### config.mk
export PLATFORM = sky130hd
export DESIGN_NAME = rtc_irq_unit
export DESIGN_NICKNAME = d
export VERILOG_FILES = /design/src/rtl/rtc_irq_pkg.sv /design/src/rtl/rtc_irq_regfile.sv /design/src/rtl/rtc_alarm_edge.sv /design/src/rtl/rtc_irq_status.sv /design/src/rtl/rtc_irq_unit.sv
export SDC_FILE = /design/constraint.sdc
export NUM_CORES = 1
export LEC_CHECK = 0
export BUFFER_PORTS_ARGS = -buffer_cell sky130_fd_sc_hd__buf_4
export CORE_MARGIN = 2
export CORE_UTILIZATION = 50
export DETAILED_ROUTE_END_ITERATION = 12
export GPL_TIMING_DRIVEN = 0
export PLACE_DENSITY = 0.82
export SLEW_MARGIN = 20
export SYNTH_ARGS = -nofsm -noshare
export SYNTH_HDL_FRONTEND = slang
export SYNTH_SLANG_ARGS = --single-unit
### constraint.sdc
create_clock -name clk -period 4.1 [get_ports clk]
set_clock_uncertainty 0.2 [all_clocks]
set_input_delay 1.025 -clock clk [delete_from_list [all_inputs] [get_ports clk]]
set_output_delay 1.025 -clock clk [all_outputs]
set_load 0.02 [all_outputs]
### src/rtl/rtc_irq_pkg.sv
package rtc_irq_pkg;

    // Alarm entry tracker states
    typedef enum logic {
        AW_OUT = 1'b0,
        AW_IN  = 1'b1
    } alm_state_e;

    // Word indices (byte offset / 4)
    localparam int unsigned WIDX_STATUS = 0;
    localparam int unsigned WIDX_INCSEL = 3;
    localparam int unsigned WIDX_MASK   = 4;
    localparam int unsigned WIDX_ALARM0 = 5;

    // Status bit positions
    localparam int unsigned SB_INC = 0;
    localparam int unsigned SB_ALM = 1;

endpackage

### src/rtl/rtc_irq_regfile.sv
module rtc_irq_regfile
    import rtc_irq_pkg::*;
#(
    parameter int N_CNT   = 8,
    parameter int FIELD_W = 12,
    parameter int ADDR_W  = 8,
    parameter int DATA_W  = 32
) (
    input  logic                     clk,
    input  logic                     bus_sel,
    input  logic                     bus_wr,
    input  logic [ADDR_W-1:0]        bus_addr,
    input  logic [DATA_W-1:0]        bus_wdata,
    input  logic                     st_inc,
    input  logic                     st_alm,
    output logic [DATA_W-1:0]        bus_rdata,
    output logic [N_CNT-1:0]         inc_sel,
    output logic [N_CNT-1:0]         alm_mask,
    output logic [N_CNT*FIELD_W-1:0] alm_val,
    output logic                     clr_inc,
    output logic                     clr_alm
);
    localparam int WORD_W = ADDR_W - 2;

    logic [WORD_W-1:0]  word;
    logic               wr_en;
    logic [FIELD_W-1:0] alm_q [N_CNT];
    logic               unused_bits;

    assign word        = bus_addr[ADDR_W-1:2];
    assign wr_en       = bus_sel && bus_wr;
    assign unused_bits = ^{bus_addr[1:0], bus_wdata[DATA_W-1:FIELD_W]};

    // Clear requests
    assign clr_inc = wr_en && (word == WORD_W'(WIDX_STATUS)) && bus_wdata[SB_INC];
    assign clr_alm = wr_en && (word == WORD_W'(WIDX_STATUS)) && bus_wdata[SB_ALM];

    // Configuration registers: not reset
    always_ff @(posedge clk) begin
        if (wr_en && (word == WORD_W'(WIDX_INCSEL))) begin
            inc_sel <= bus_wdata[N_CNT-1:0];
        end
        if (wr_en && (word == WORD_W'(WIDX_MASK))) begin
            alm_mask <= bus_wdata[N_CNT-1:0];
        end
    end

    for (genvar g = 0; g < N_CNT; g++) begin : g_alarm
        always_ff @(posedge clk) begin
            if (wr_en && (word == WORD_W'(WIDX_ALARM0 + g))) begin
                alm_q[g] <= bus_wdata[FIELD_W-1:0];
            end
        end
        assign alm_val[g*FIELD_W +: FIELD_W] = alm_q[g];
    end

    // Read mux
    always_comb begin
        bus_rdata = '0;
        if (word == WORD_W'(WIDX_STATUS)) begin
            bus_rdata[SB_INC] = st_inc;
            bus_rdata[SB_ALM] = st_alm;
        end else if (word == WORD_W'(WIDX_INCSEL)) begin
            bus_rdata[N_CNT-1:0] = inc_sel;
        end else if (word == WORD_W'(WIDX_MASK)) begin
            bus_rdata[N_CNT-1:0] = alm_mask;
        end else begin
            for (int i = 0; i < N_CNT; i++) begin
                if (word == WORD_W'(WIDX_ALARM0 + i)) begin
                    bus_rdata[FIELD_W-1:0] = alm_q[i];
                end
            end
        end
    end

endmodule

### src/rtl/rtc_alarm_edge.sv
module rtc_alarm_edge
    import rtc_irq_pkg::*;
#(
    parameter int N_CNT   = 8,
    parameter int FIELD_W = 12
) (
    input  logic                     clk,
    input  logic                     rst_n,
    input  logic [N_CNT*FIELD_W-1:0] cnt_val,
    input  logic [N_CNT*FIELD_W-1:0] alm_val,
    input  logic [N_CNT-1:0]         alm_mask,
    output logic                     alm_rise
);
    logic [N_CNT-1:0] fld_ok;
    logic             match;
    alm_state_e       state_q, state_d;

    // Per-field compare, masked fields always pass
    for (genvar g = 0; g < N_CNT; g++) begin : g_cmp
        assign fld_ok[g] = alm_mask[g] ||
            (cnt_val[g*FIELD_W +: FIELD_W] == alm_val[g*FIELD_W +: FIELD_W]);
    end

    // Fully masked compare never matches
    assign match = (&fld_ok) && !(&alm_mask);

    // State register
    always_ff @(posedge clk or negedge rst_n) begin
        if (!rst_n) begin
            state_q <= AW_OUT;
        end else begin
            state_q <= state_d;
        end
    end

    // Next state
    always_comb begin
        state_d = state_q;
        unique case (state_q)
            AW_OUT: if (match)  state_d = AW_IN;
            AW_IN:  if (!match) state_d = AW_OUT;
            default: state_d = AW_OUT;
        endcase
    end

    // Output: event only on entry
    always_comb begin
        alm_rise = 1'b0;
        unique case (state_q)
            AW_OUT:  alm_rise = match;
            AW_IN:   alm_rise = 1'b0;
            default: alm_rise = 1'b0;
        endcase
    end

    a_r6_single_entry: assert property (@(posedge clk) disable iff (!rst_n)
        alm_rise |=> !alm_rise);

    a_r5_all_masked: assert property (@(posedge clk) disable iff (!rst_n)
        (&alm_mask) |-> !alm_rise);

endmodule

### src/rtl/rtc_irq_status.sv
module rtc_irq_status
    import rtc_irq_pkg::*;
#(
    parameter int N_CNT = 8
) (
    input  logic             clk,
    input  logic             rst_n,
    input  logic [N_CNT-1:0] cnt_inc,
    input  logic [N_CNT-1:0] inc_sel,
    input  logic             alm_rise,
    input  logic             clr_inc,
    input  logic             clr_alm,
    output logic             st_inc,
    output logic             st_alm,
    output logic             irq
);
    logic inc_evt;

    assign inc_evt = |(cnt_inc & inc_sel);

    // Status latches: not reset; event wins over clear
    always_ff @(posedge clk) begin
        if (inc_evt)      st_inc <= 1'b1;
        else if (clr_inc) st_inc <= 1'b0;

        if (alm_rise)     st_alm <= 1'b1;
        else if (clr_alm) st_alm <= 1'b0;
    end

    assign irq = st_inc | st_alm;

    a_r8_event_wins: assert property (@(posedge clk) disable iff (!rst_n)
        inc_evt |=> st_inc);

    a_r7_clear_inc: assert property (@(posedge clk) disable iff (!rst_n)
        (clr_inc && !inc_evt) |=> !st_inc);

    a_r2_quiet_hold: assert property (@(posedge clk) disable iff (!rst_n)
        (!inc_evt && !clr_inc) |=> $stable(st_inc));

    a_r9_fall_needs_clear: assert property (@(posedge clk) disable iff (!rst_n)
        $fell(irq) |-> $past(clr_inc || clr_alm));

endmodule

### src/rtl/rtc_irq_unit.sv
module rtc_irq_unit
    import rtc_irq_pkg::*;
#(
    parameter int N_CNT   = 8,
    parameter int FIELD_W = 12,
    parameter int ADDR_W  = 8,
    parameter int DATA_W  = 32
) (
    input  logic                     clk,
    input  logic                     rst_n,
    input  logic                     bus_sel,
    input  logic                     bus_wr,
    input  logic [ADDR_W-1:0]        bus_addr,
    input  logic [DATA_W-1:0]        bus_wdata,
    output logic [DATA_W-1:0]        bus_rdata,
    input  logic [N_CNT*FIELD_W-1:0] cnt_val,
    input  logic [N_CNT-1:0]         cnt_inc,
    output logic                     irq
);
    logic [N_CNT-1:0]         inc_sel;
    logic [N_CNT-1:0]         alm_mask;
    logic [N_CNT*FIELD_W-1:0] alm_val;
    logic                     clr_inc, clr_alm;
    logic                     st_inc, st_alm;
    logic                     alm_rise;

    rtc_irq_regfile #(
        .N_CNT(N_CNT), .FIELD_W(FIELD_W), .ADDR_W(ADDR_W), .DATA_W(DATA_W)
    ) u_regs (
        .clk(clk), .bus_sel(bus_sel), .bus_wr(bus_wr), .bus_addr(bus_addr),
        .bus_wdata(bus_wdata), .st_inc(st_inc), .st_alm(st_alm),
        .bus_rdata(bus_rdata), .inc_sel(inc_sel), .alm_mask(alm_mask),
        .alm_val(alm_val), .clr_inc(clr_inc), .clr_alm(clr_alm)
    );

    rtc_alarm_edge #(
        .N_CNT(N_CNT), .FIELD_W(FIELD_W)
    ) u_alarm (
        .clk(clk), .rst_n(rst_n), .cnt_val(cnt_val), .alm_val(alm_val),
        .alm_mask(alm_mask), .alm_rise(alm_rise)
    );

    rtc_irq_status #(
        .N_CNT(N_CNT)
    ) u_status (
        .clk(clk), .rst_n(rst_n), .cnt_inc(cnt_inc), .inc_sel(inc_sel),
        .alm_rise(alm_rise), .clr_inc(clr_inc), .clr_alm(clr_alm),
        .st_inc(st_inc), .st_alm(st_alm), .irq(irq)
    );

endmodule

== Yosys cells after proc, flatten, opt, wreduce, memory -nomap -nowiden ==
Memories as Yosys holds them, arrays and structs flattened.
Cells that the tools add are included.

* Flip-flop bits (word level): 19
* Memory bits (writable): 96
* Memories: 1

{| class="wikitable"
|+ Memory list
! name !! words !! bits a word !! read ports !! clocked after Yosys merged registers in !! wr ports !! RTL line !! text
|-
| u_regs.alm_q || 8 || 12 || 8 || 0 || 1 || rtc_irq_regfile.sv:27 || <nowiki>logic [FIELD_W-1:0] alm_q [N_CNT];</nowiki>
|}

* Equality and inequality tests: 18
* Mux-type cells: 53
* Bitwise operators: 3
* Reduce and logical (&&, ||, !) cells: 35

{| class="wikitable"
|+ Operators by type and width
! cell !! number
|-
| $mux W12 || 15
|-
| $eq A12 B12 Y1 || 8
|-
| $reduce_or A12 Y1 || 7
|-
| $eq A6 B4 Y1 const B || 5
|-
| $eq A6 B3 Y1 const B || 4
|-
| $mux W1 || 24
|-
| $mux W3 || 7
|-
| $mux W8 || 2
|-
| $reduce_and A8 Y1 || 2
|-
| $logic_and A1 B1 Y1 || 15
|-
| $mux W10 || 1
|-
| $and A8 B8 Y8 || 1
|-
| $logic_or A1 B1 Y1 || 8
|-
| $mux W4 || 2
|-
| $reduce_or A8 Y1 || 1
|-
| $eq A6 B2 Y1 const B || 1
|-
| $logic_not A6 Y1 || 1
|-
| $mux W2 || 1
|-
| $pmux W1 S2 || 1
|-
| $logic_not A1 Y1 || 1
|-
| $not A1 Y1 || 1
|-
| $or A1 B1 Y1 || 1
|}

== Depth between registers and ports, before layout ==
* Depth in word-level cells: 12
* Mapped depth: 9

== Cells and area by module ==
From an unflattened synthesis, not the netlist that was laid out.

* Cells, all modules: 461
* Area total of the unflattened synthesis: 5,876.9 um^2

{| class="wikitable"
|+ Modules (own cells, without submodules)
! module !! times used !! cells each !! area each (um^2)
|-
| rtc_irq_regfile || 1 || 312 || 4,652.0
|-
| rtc_alarm_edge || 1 || 138 || 1,117.3
|-
| rtc_irq_status || 1 || 11 || 107.6
|}

== Worst setup path before layout ==
OpenSTA, ideal clock, no wires.

* Path kind: in2out
* Start: input port bus_addr[4]
* End: output port bus_rdata[10]
* Arrival time: 2.647 ns
* Required time: 2.875 ns
* Setup slack: 0.228 ns
* Stages on the path: 8
* Cell sequence: buf_4 > or4b_1 > buf_2 > nor2_4 > nand2_1 > nor2_1 > a21oi_1 > a211oi_1

* Cells in the longest elaborated chain, start to end: 12
* Elaborated cells on any way between the ends: 22
* Classes of those cells: eq/ne (10); mux (11); reduce/logical (1)

{| class="wikitable"
|+ RTL lines
! what !! RTL line !! text
|-
| start: declaration || rtc_irq_unit.sv:13 || <nowiki>input logic [ADDR_W-1:0] bus_addr,</nowiki>
|-
| $eq A6 B3 Y1 || rtc_irq_regfile.sv:69 || <nowiki>if (word == WORD_W'(WIDX_ALARM0 + i)) begin</nowiki>
|-
| $mux W12 (8 in a row) || rtc_irq_regfile.sv:69 ||
|-
| $mux W4 || rtc_irq_regfile.sv:65 || <nowiki>end else if (word == WORD_W'(WIDX_MASK)) begin</nowiki>
|-
| $mux W4 || rtc_irq_regfile.sv:63 || <nowiki>end else if (word == WORD_W'(WIDX_INCSEL)) begin</nowiki>
|-
| $mux W10 * || rtc_irq_regfile.sv:60 || <nowiki>if (word == WORD_W'(WIDX_STATUS)) begin</nowiki>
|-
| end: declaration || rtc_irq_unit.sv:15 || <nowiki>output logic [DATA_W-1:0] bus_rdata,</nowiki>
|}

Mark *: on every way between the ends. The rest lies on a longest branch, timed or not.

== Final worst setup path ==
* Start: input port bus_addr[7]
* End: output port bus_rdata[2]

* Cells in the longest elaborated chain, start to end: 12
* Elaborated cells on any way between the ends: 22
* Classes of those cells: eq/ne (10); mux (11); reduce/logical (1)

{| class="wikitable"
|+ RTL lines
! what !! RTL line
|-
| $eq A6 B3 Y1 || rtc_irq_regfile.sv:69
|-
| $mux W12 (8 in a row) || rtc_irq_regfile.sv:69
|-
| $mux W8 || rtc_irq_regfile.sv:65
|-
| $mux W8 || rtc_irq_regfile.sv:63
|-
| $mux W10 * || rtc_irq_regfile.sv:60
|}

Marked as above.

==> impl_summary.log <==
[metrics] signal arrival time at the worst endpoint: 2870 ps
[metrics] CP max stage delay: 540 ps
[metrics] area of the multi-input gates: 2480 sq um
[metrics] H-tree levels: 4
[metrics] Worst R2R Setup Slack: 1620 ps
[metrics] number of buffers created by CTS: 17
[metrics] number of cell rows: 40
[metrics] share of flip-flops with an asynchronous set or reset after synthesis: 0.870%
[metrics] post-detailed-routing wire length: 19.7 mm
[metrics] cells along the critical path: buf_8 > or4b_4 > buf_8 > buf_8 > buf_4 > o22ai_1 > o211ai_1 > o211ai_1 > buf_4
[metrics] IR drop worst, VDD: 0.000302 V
[metrics] launch point of the worst reg-to-reg path: u_regs.alm_q[0][11]
[metrics] Post-Synthesis Mean Instance Area: 12.4 sq um
[metrics] pin count of the biggest net entering global routing: 17
[metrics] NumNets Final: 823
[metrics] Pre-Repair DR Iteration Count: 6
[metrics] power per unit of standard cell area: 374 nW/um^2
[metrics] vias after detailed routing: 5,056
[metrics] CTS max path bufs: 2
[metrics] static leakage: 3.18 nW
[metrics] critical path required time: 2870 ps
[metrics] warning count from the yosys run: 0
[metrics] Max-slew headroom: 28.2%
[metrics] aggregate global-route resource usage: 30.1%
[metrics] cell taking the most area after synthesis: edfxtp_1
[metrics] worst-path maximum fanout: 8
[metrics] cell repeated most along the worst path: buf_8
[metrics] Yosys top cell area share: 56.1%
[metrics] CTS Root Cell: clkbuf_16
[metrics] worst path bufs/invs: 5
[metrics] share of synthesized area occupied by flip-flops and latches: 57.1%
[metrics] vias in the first global route: 4,899
[metrics] mean routed wirelength per cell: 23.6 um
[metrics] leading cell type in the layout, fill and taps excluded: buf_4
[metrics] family with the most delay on the worst path: buffers and inverters
[metrics] die height: 114 um
[metrics] sequential standard cell area: 3430 sq um
[metrics] Top-Level Pins: 181
[metrics] flop and latch count out of synthesis: 115
[metrics] width of the die: 114 um
[metrics] distinct cell type count after synthesis: 54
[metrics] number of vias per cell after detailed routing: 6.06
[metrics] Port Buf Inserts: 136
[metrics] Post-Layout Cell Count: 835
[metrics] final total power: 3.05 mW
[metrics] area growth from synthesis to layout: 35.9%
[metrics] Critical Path Start Type: primary input
[metrics] gpl congestion: 1.03
[metrics] clk_lat worst skew: 410 ps
[metrics] cell area after technology mapping: 6000 sq um
[metrics] total of endpoints with negative setup slack in the final report: 0
[metrics] Fillers: 878
[metrics] result of the run: completed
[metrics] total clock sinks: 115
[metrics] Tcrit/Tclk final: 99.8%
[metrics] end of the worst register-to-register path: u_status.st_alm
[metrics] count of final max-slew check failures: 0
[metrics] half-perimeter wire length of the detailed placement result: 14.3 mm
[metrics] number of cells traversed by the worst register-to-register path: 6
[metrics] crit path max-delay cell type: or4b_4
[metrics] cell count after synthesis: 485
[metrics] clock slew seen by the registers of the worst setup and hold paths: 50 ps
[metrics] RSZ-0062 raised after global routing: true
[metrics] initial core utilization: 50.6%
[metrics] Core Footprint: 11,900 sq um
[metrics] initial antenna violation count: 0
[metrics] first-pass GRT wire length: 28.5 mm
[metrics] most instantiated flip-flop cell in the synthesis netlist: edfxtp_1
[metrics] final period demand of the worst path: 4090 ps
[metrics] actual slew at the worst max-slew pin: 1070 ps
[metrics] DRT antenna net count: 0
[metrics] start-to-end type of the worst setup path: primary input to primary output
[metrics] maximum clock frequency: 244 MHz
[metrics] Detailed Route Iter0 Violations: 695
[metrics] cell types with the largest area share after synthesis: edfxtp_1, xor2_1, buf_4
[metrics] placed insts: 791
[metrics] clock tree from TritonCTS: done
[metrics] category of the worst setup path capture point: primary output
[metrics] number of buffers inserted by hold repair at cts: 0
[metrics] final hold violations: 0
[metrics] Post-route DRC: 0
[metrics] die footprint: 12,900 sq um
[metrics] final design utilization: 68.8%
[metrics] number of enable-type register cells in the synthesized netlist: 112
[metrics] share of post-route cells with drive strength above 1: 37.5%
[metrics] highest-count cells in the layout ignoring fill and taps: buf_4, edfxtp_1, xor2_1
[metrics] final global-route overflow total: 0
[metrics] Hold Crit Class: primary input to asynchronous set/reset pin
[metrics] number of max-cap violations: 0
[metrics] diodes inserted: 0
==> kinds of logic (layout without fill, tap and decap cells) <==
kind of cell	count (synthesis)	in the layout	synth area share, %
simple gates	106	106	10.2
mux	15	15	2.73
xor+xnor	96	96	14.0
compound gates	104	104	11.2
buf+inv	48	232	4.63
flops	115	115	57.1
other cells	1	20	0.0625
==> synth_stat cells (all sizes together) (2+ instances only) <==
| library cell | count |
|---|---|
| o221ai | 4 |
| inv | 10 |
| xor2 | 89 |
| and2 | 3 |
| nor4 | 25 |
| a32oi | 2 |
| nand4 | 7 |
| o21ai | 17 |
| xnor2 | 7 |
| a22oi | 13 |
| clkbuf | 8 |
| buf | 30 |
| or4b | 2 |
| o211ai | 9 |
| mux2 | 11 |
| mux2i | 4 |
| dfxtp | 2 |
| a21oi | 24 |
| edfxtp | 112 |
| a2bb2oi | 2 |
| nand3b | 3 |
| nand2 | 24 |
| nor4b | 2 |
| a31oi | 6 |
| nand3 | 10 |
| nor3 | 5 |
| a22o | 2 |
| o22ai | 17 |
| a221o | 2 |
| nor2b | 2 |
| nor2 | 18 |
==> worst max-delay path by stage <==
stage	startpoint	endpoint	cells past startpoint
floorplan	bus_addr[4]	bus_rdata[10]	8
global placement	bus_addr[7]	u_regs.alm_q[0][41]	5
detailed placement	bus_addr[2]	bus_rdata[5]	9
CTS	bus_addr[7]	bus_rdata[4]	10
global route	bus_addr[4]	bus_rdata[1]	10
finish	bus_addr[7]	bus_rdata[2]	9
==> per-stage QoR <==
stage          setup TNS [ps]  cell area [sq um]  hold slack, ps  setup slack [ps]
2_1_floorplan               0               6070             257               228
3_3_place_gp            -6030               7280             288              -211
3_5_place_dp            -1080               7340             304              -177
4_1_cts                     0               7960             186              9.90
5_1_grt                 -64.0               8160             184             -44.6
6_report                    0               8160             187              9.11
==> power by group <==
group | total (mW) | internal, mW | switching (mW)
logic | 0.332 | 0.160 | 0.172
registers | 1.30 | 1.29 | 0.00380
clock network | 1.42 | 0.888 | 0.532
==> timing repair <==
item	in CTS	in global routing
endpoints found under the setup margin	12	12
setup buffers	2	10
pin swaps	1	11
gates resized for setup	13	40
==> sequential cells by signal, summed over array words and instances (netlist names) <==
signal           count
u_alarm.state_q      1
u_regs.alm_mask      8
u_regs.alm_q        96
u_regs.inc_sel       8
u_status.st_alm      1
u_status.st_inc      1
==> routing by layer <==
metal	vias to the layer above	wire length [um]	GRT usage, %
met5	-	0	0
met4	0	600	8.29
met3	52	2370	6.85
met2	411	9340	49.8
met1	2396	7350	40.2
li1	2197	-	-
==> area by class of cell <==
class | count | share of cell area (%)
well taps | 147 | 2.26
clock inverters | 14 | 1.70
repair buffers | 152 | 14.2
clock buffers | 18 | 5.26
plain buffers | 38 | 3.64
inverters | 10 | 0.460
multi-input cells | 341 | 30.4
flip-flops and latches | 115 | 42.0
No activity file was read; power rests on OpenSTA's default activity.
